--- src/rtl/vsid_pkg.sv ---
package vsid_pkg;
  localparam int unsigned EA_W_DEF      = 64;
  localparam int unsigned SID_SHIFT_DEF = 28;
  localparam int unsigned VSID_W_DEF    = 36;
  localparam int unsigned CTX_W_DEF     = 19;
  localparam int unsigned UESID_W_DEF   = 16;
  localparam int unsigned MULT_DEF      = 200730139;
  localparam int unsigned PIPE_DEPTH    = 3;
endpackage

--- src/rtl/vsid_proto_form.sv ---
module vsid_proto_form #(
  parameter int unsigned EA_W      = 64,
  parameter int unsigned SID_SHIFT = 28,
  parameter int unsigned VSID_W    = 36,
  parameter int unsigned CTX_W     = 19,
  parameter int unsigned UESID_W   = 16
) (
  input  logic              kernel_i,
  input  logic [EA_W-1:0]   ea_i,
  input  logic [CTX_W-1:0]  ctx_i,
  output logic [VSID_W-1:0] proto_o,
  output logic              err_o
);
  localparam int unsigned KHI_LO = SID_SHIFT + VSID_W;
  localparam int unsigned UHI_LO = SID_SHIFT + UESID_W;

  logic [VSID_W-1:0] kern_proto;
  logic [VSID_W-1:0] user_proto;
  logic              kern_range_err;
  logic              user_range_err;
  logic              reserved;

  assign kern_proto = ea_i[SID_SHIFT +: VSID_W];
  assign user_proto = VSID_W'({ctx_i, ea_i[SID_SHIFT +: UESID_W]});

  // address bits above the kernel segment field
  generate
    if (EA_W > KHI_LO) begin : g_khi
      assign kern_range_err = |ea_i[EA_W-1:KHI_LO];
    end else begin : g_nokhi
      assign kern_range_err = 1'b0;
    end
    if (EA_W > UHI_LO) begin : g_uhi
      assign user_range_err = |ea_i[EA_W-1:UHI_LO];
    end else begin : g_nouhi
      assign user_range_err = 1'b0;
    end
  endgenerate

  always_comb begin
    proto_o  = kernel_i ? kern_proto : user_proto;
    reserved = (&proto_o) || (proto_o[VSID_W-1 -: 2] == 2'b10);
    err_o    = reserved || (kernel_i ? kern_range_err : user_range_err);
  end
endmodule

--- src/rtl/vsid_mul_stage.sv ---
module vsid_mul_stage #(
  parameter int unsigned VSID_W = 36,
  parameter int unsigned MULT   = 200730139,
  parameter int unsigned MULT_W = 28,
  localparam int unsigned PROD_W = VSID_W + MULT_W
) (
  input  logic              clk_i,
  input  logic              rst_ni,
  input  logic              valid_i,
  input  logic              err_i,
  input  logic [VSID_W-1:0] proto_i,
  output logic              valid_o,
  output logic              err_o,
  output logic [PROD_W-1:0] prod_o
);
  localparam logic [PROD_W-1:0] MULT_EXT = PROD_W'(MULT);

  logic [PROD_W-1:0] prod_d;
  assign prod_d = PROD_W'(proto_i) * MULT_EXT;

  always_ff @(posedge clk_i or negedge rst_ni) begin
    if (!rst_ni) begin
      valid_o <= 1'b0;
      err_o   <= 1'b0;
      prod_o  <= '0;
    end else begin
      valid_o <= valid_i;
      err_o   <= valid_i & err_i;
      prod_o  <= prod_d;
    end
  end
endmodule

--- src/rtl/vsid_fold_stage.sv ---
module vsid_fold_stage #(
  parameter int unsigned VSID_W = 36,
  parameter int unsigned MULT_W = 28,
  localparam int unsigned PROD_W = VSID_W + MULT_W
) (
  input  logic              clk_i,
  input  logic              rst_ni,
  input  logic              valid_i,
  input  logic              err_i,
  input  logic [PROD_W-1:0] prod_i,
  output logic              valid_o,
  output logic              err_o,
  output logic [VSID_W:0]   fold_o
);
  logic [VSID_W:0] fold_d;

  // 2^36 == 1 mod (2^36-1): upper half weighs the same as the lower
  assign fold_d = {1'b0, prod_i[VSID_W-1:0]} + (VSID_W+1)'(prod_i[PROD_W-1:VSID_W]);

  always_ff @(posedge clk_i or negedge rst_ni) begin
    if (!rst_ni) begin
      valid_o <= 1'b0;
      err_o   <= 1'b0;
      fold_o  <= '0;
    end else begin
      valid_o <= valid_i;
      err_o   <= valid_i & err_i;
      fold_o  <= fold_d;
    end
  end
endmodule

--- src/rtl/vsid_correct_stage.sv ---
module vsid_correct_stage #(
  parameter int unsigned VSID_W = 36
) (
  input  logic              clk_i,
  input  logic              rst_ni,
  input  logic              valid_i,
  input  logic              err_i,
  input  logic [VSID_W:0]   fold_i,
  output logic              valid_o,
  output logic              err_o,
  output logic [VSID_W-1:0] vsid_o
);
  logic [VSID_W:0]   fold_inc;
  logic [VSID_W:0]   fixed;
  logic [VSID_W-1:0] vsid_d;

  // fold < 2*(2^36-1), so one carry-driven +1 completes the reduction
  always_comb begin
    fold_inc = fold_i + (VSID_W+1)'(1);
    fixed    = fold_i + (VSID_W+1)'(fold_inc[VSID_W]);
    vsid_d   = (valid_i && !err_i) ? fixed[VSID_W-1:0] : '0;
  end

  always_ff @(posedge clk_i or negedge rst_ni) begin
    if (!rst_ni) begin
      valid_o <= 1'b0;
      err_o   <= 1'b0;
      vsid_o  <= '0;
    end else begin
      valid_o <= valid_i;
      err_o   <= valid_i & err_i;
      vsid_o  <= vsid_d;
    end
  end
endmodule

--- src/rtl/vsid_scrambler.sv ---
module vsid_scrambler #(
  parameter int unsigned EA_W      = vsid_pkg::EA_W_DEF,
  parameter int unsigned SID_SHIFT = vsid_pkg::SID_SHIFT_DEF,
  parameter int unsigned VSID_W    = vsid_pkg::VSID_W_DEF,
  parameter int unsigned CTX_W     = vsid_pkg::CTX_W_DEF,
  parameter int unsigned UESID_W   = vsid_pkg::UESID_W_DEF,
  parameter int unsigned MULT      = vsid_pkg::MULT_DEF
) (
  input  logic              clk_i,
  input  logic              rst_ni,
  input  logic              valid_i,
  input  logic              kernel_i,
  input  logic [EA_W-1:0]   ea_i,
  input  logic [CTX_W-1:0]  ctx_i,
  output logic              valid_o,
  output logic [VSID_W-1:0] vsid_o,
  output logic              err_o
);
  localparam int unsigned MULT_W = $clog2(MULT + 1);
  localparam int unsigned PROD_W = VSID_W + MULT_W;

  logic [VSID_W-1:0] proto;
  logic              form_err;
  logic              s1_valid, s1_err;
  logic [PROD_W-1:0] s1_prod;
  logic              s2_valid, s2_err;
  logic [VSID_W:0]   s2_fold;

  vsid_proto_form #(
    .EA_W(EA_W), .SID_SHIFT(SID_SHIFT), .VSID_W(VSID_W),
    .CTX_W(CTX_W), .UESID_W(UESID_W)
  ) u_form (
    .kernel_i(kernel_i), .ea_i(ea_i), .ctx_i(ctx_i),
    .proto_o(proto), .err_o(form_err)
  );

  vsid_mul_stage #(.VSID_W(VSID_W), .MULT(MULT), .MULT_W(MULT_W)) u_mul (
    .clk_i(clk_i), .rst_ni(rst_ni),
    .valid_i(valid_i), .err_i(form_err), .proto_i(proto),
    .valid_o(s1_valid), .err_o(s1_err), .prod_o(s1_prod)
  );

  vsid_fold_stage #(.VSID_W(VSID_W), .MULT_W(MULT_W)) u_fold (
    .clk_i(clk_i), .rst_ni(rst_ni),
    .valid_i(s1_valid), .err_i(s1_err), .prod_i(s1_prod),
    .valid_o(s2_valid), .err_o(s2_err), .fold_o(s2_fold)
  );

  vsid_correct_stage #(.VSID_W(VSID_W)) u_corr (
    .clk_i(clk_i), .rst_ni(rst_ni),
    .valid_i(s2_valid), .err_i(s2_err), .fold_i(s2_fold),
    .valid_o(valid_o), .err_o(err_o), .vsid_o(vsid_o)
  );
endmodule

--- config.mk ---
export PLATFORM = sky130hd
export DESIGN_NAME = vsid_scrambler
export DESIGN_NICKNAME = d
export VERILOG_FILES = /design/src/rtl/vsid_pkg.sv /design/src/rtl/vsid_proto_form.sv /design/src/rtl/vsid_mul_stage.sv /design/src/rtl/vsid_fold_stage.sv /design/src/rtl/vsid_correct_stage.sv /design/src/rtl/vsid_scrambler.sv
export SDC_FILE = /design/constraint.sdc
export NUM_CORES = 2
export LEC_CHECK = 0
export BUFFER_PORTS_ARGS = -buffer_cell sky130_fd_sc_hd__buf_2
export CORE_ASPECT_RATIO = 0.7
export CORE_MARGIN = 2
export CORE_UTILIZATION = 50
export CTS_BUF_LIST = sky130_fd_sc_hd__clkbuf_8 sky130_fd_sc_hd__clkbuf_16
export DETAILED_ROUTE_END_ITERATION = 8
export GPL_TIMING_DRIVEN = 0
export PLACE_DENSITY = 0.7
export SLEW_MARGIN = 20
export SYNTH_ARGS = -nofsm -noshare
export SYNTH_HDL_FRONTEND = slang
export SYNTH_SLANG_ARGS = --single-unit
--- constraint.sdc ---
create_clock -name clk_i -period 2.8 [get_ports clk_i]
set_input_delay 0.14 -clock clk_i [delete_from_list [all_inputs] [get_ports clk_i]]
set_output_delay 0.14 -clock clk_i [all_outputs]
set_load 0.03 [all_outputs]
==> reports/qor.csv <==
stage,metric,value,unit
status,status,finished with violations,
status,violations,negative setup slack,
global_route,antenna_found_initial,2,
timing,slew_headroom,0.434,
synthesis,synth_top_area_share,0.378,
clocking,htree_num_levels,4,
clocking,clockBufferDepth,2,
floorplanning,die_w,276,um
floorplanning,start_util,0.509,
floorplanning,die-area,0.0538,mm^2
route,drt_wl_total,76000,um
global_route,grt_usage,0.289,
timing,period_needed,6.64,ns
timing,worst_slew_pin_slew,0.841,ns
clocking,path_clk_slew,0.06,ns
synthesis,netlist_instances,2564,
finish,area_growth,25.0,%
global_route,grt_use_met3,0.0795,
placement,dp_slack,-5.00,ns
timing,hold_viol_final,0,
finish,drive_gt1_frac,0.261,
finish,multiInputGateArea,0.0222,mm^2
global_route,grt_pass1_vias,20377,
global_route,grt_max_degree,78,
global_route,grtUsageMet2,0.436,
global_route,grt_busiest_layer,met2,
finish,regArea,0.00358,mm^2
route,wire_per_inst,21.5,um
synthesis,syn_area_per_cell,10.1,um^2
timing,slew_viol_final,0,
global_route,grt_pass1_wl,117000,um
setup_path,r2r-end,u_corr.vsid_o[35]$_DFF_PN0_,
clocking,insertion_delay,0.42,ns
clocking,root_buffer,clkbuf_16,
finish,final.fill_count,3998,
worst_hold_path,hp-class,primary input to async pin,
global_route,grt-ovfl-total,0,
synthesis,ys.flop_type,dfrtp_1,
floorplanning,core,0.0510,mm^2
placement,gp_congestion,1.00,
setup_path,cp_slowest_cell,fa_2,
timing,rsz0062_at_grt,true,
synthesis,yosysTopAreaCell,fa_1,
setup_path,worstPathMaxFanout,7,
floorplanning,rows,69,
timing,setup-tns-final,-162.84,ns
clocking,cts_tree,yes,
synthesis,synth_edf_count,0,
route,routed_via_density,5.34,
route,ant_nets,0,
setup_path,r2r_setup_slack,-0.26,ns
synthesis,async_flop_share,1.00,
route,drt_pass1_iterations,7,
setup_path,cp_data_required_time,3.10,ns
timing,fmax,0.151,GHz
placement,io_buffers,96,
clocking,cts.sinks,143,
route,dr.first_iter.drc_count,1246,
synthesis,synth_nets,3523,
setup_path,r2r_start,u_fold.fold_o[23]$_DFF_PN0_,
synthesis,synth_warnings,0,
floorplanning,dieHeight,195,um
finish,fin_nets,3805,
synthesis,synth_seq_cells,143,
run,cap_violations,0,
timing,fin_crit_sh,2.37,
timing,setup_slack,-3.84,ns
synthesis,ys_seq_area_frac,0.138,
setup_path,start_kind,primary input,
floorplanning,boundaryPins,125,
synthesis,netlist_area,0.0260,mm^2
synthesis,ys_types,74,
timing,finClkSkew,0.0128,ns
finish,final_cell_mix,"inv_1 (689), fa_1 (449), ha_1 (285)",
setup_path,end_kind,flop,
setup_path,cp_common_cell,fa_2,
synthesis,synth_area_leaders,"fa_1 (38%), ha_1 (18%), dfrtp_1 (14%)",
finish,final_common_cell,inv_1,
timing,setup_viol,84,
finish,utilization,0.637,
setup_path,arrival,6.95,ns
route,num_vias,18881,
setup_path,rr_worst_depth,12,
setup_path,worstSetupPathType,primary input to flop,
route,drcViolationCount,0,
placement,dp_hpwl,63000,um
global_route,use_met1,0.425,
clocking,cts_buffers,17,
setup_path,max_stage_delay,0.59,ns
## cell type report
class	count	share of cell area
flip-flops and latches	143	0.110
clock inverters	14	0.00435
repair buffers	266	0.0669
inverters	733	0.0852
plain buffers	31	0.00920
well taps	674	0.0260
multi-input cells	1654	0.685
diodes	1	0.0000770
clock buffers	18	0.0135
## synthesized netlist by cell type, types with 30 or more instances
cell	number
xnor2_1	64
nand2_1	91
dfrtp_1	143
a21o_1	30
fa_1	490
o21ai_0	50
ha_1	382
inv_1	733
nand3_1	32
nor2_1	86
a21oi_1	100
xor2_1	50
## routing by layer
layer | vias up | share of wire | routed length [um]
li1 | 8574 | - | -
met1 | 9669 | 0.45 | 34100
met2 | 564 | 0.45 | 33900
met3 | 72 | 0.090 | 6850
met4 | 2 | 0.014 | 1090
met5 | - | 0.00016 | 12
## logic make-up (layout without fill, tap and decap cells)
family,Yosys count,in the layout,synth area share
AOI/OAI and AO/OA,294,294,0.0732
xor gates and xnor gates,114,114,0.0384
adders and majority gates,872,872,0.561
buffers and inverters,767,1062,0.113
DFF,143,143,0.138
muxes,21,21,0.00881
other,0,1,0
and+or+nand+nor,353,353,0.0674
## per-stage QoR
stage          hold WS (ns)  cell area (um^2)  instances
2_1_floorplan        -0.156             26900       2564
3_3_place_gp          0.318             28200       3334
3_5_place_dp          0.113             28200       3335
4_1_cts               0.234             31200       3474
5_1_grt               0.248             32500       3533
6_report              0.250             32500       3534
## state kept, by name, indices dropped and copies added (netlist names)
name / count
u_fold.valid_o: 1
u_corr.err_o: 1
u_mul.err_o: 1
u_mul.prod_o: 64
u_fold.fold_o: 37
u_corr.valid_o: 1
u_corr.vsid_o: 36
u_fold.err_o: 1
u_mul.valid_o: 1
## how the worst max path moves through the flow
stage / start / end / cells past startpoint
floorplan: kernel_i / u_mul.prod_o[60]$_DFF_PN0_ / 24
global placement: kernel_i / u_mul.prod_o[56]$_DFF_PN0_ / 23
detailed placement: kernel_i / u_mul.prod_o[56]$_DFF_PN0_ / 24
CTS: kernel_i / u_mul.prod_o[59]$_DFF_PN0_ / 25
global route: kernel_i / u_mul.prod_o[54]$_DFF_PN0_ / 26
finish: kernel_i / u_mul.prod_o[56]$_DFF_PN0_ / 25
## worst max-delay path, delay by kind of cell
family                   cells  cell delay (ns)
multiplexers                 1             0.33
AND/OR/NAND/NOR              4             0.73
AO/OA/AOI/OAI                4             1.10
buffers and inverters        8             0.70
adder cells (fa/ha/maj)      8             3.90
## timing repair
item / in CTS / in global routing
endpoints found under the setup margin: 99 / 98
cloned: 0 / 0
endpoints found under the hold margin: 68 / 0
hold buffers: 3 / 0
pin swaps: 145 / 133
gates resized for setup: 332 / 172
setup buffers: 106 / 60
Power is left out: the tool's default activity adds up to more than one toggle a clock period on the data nets, which glitch-free logic cannot reach.
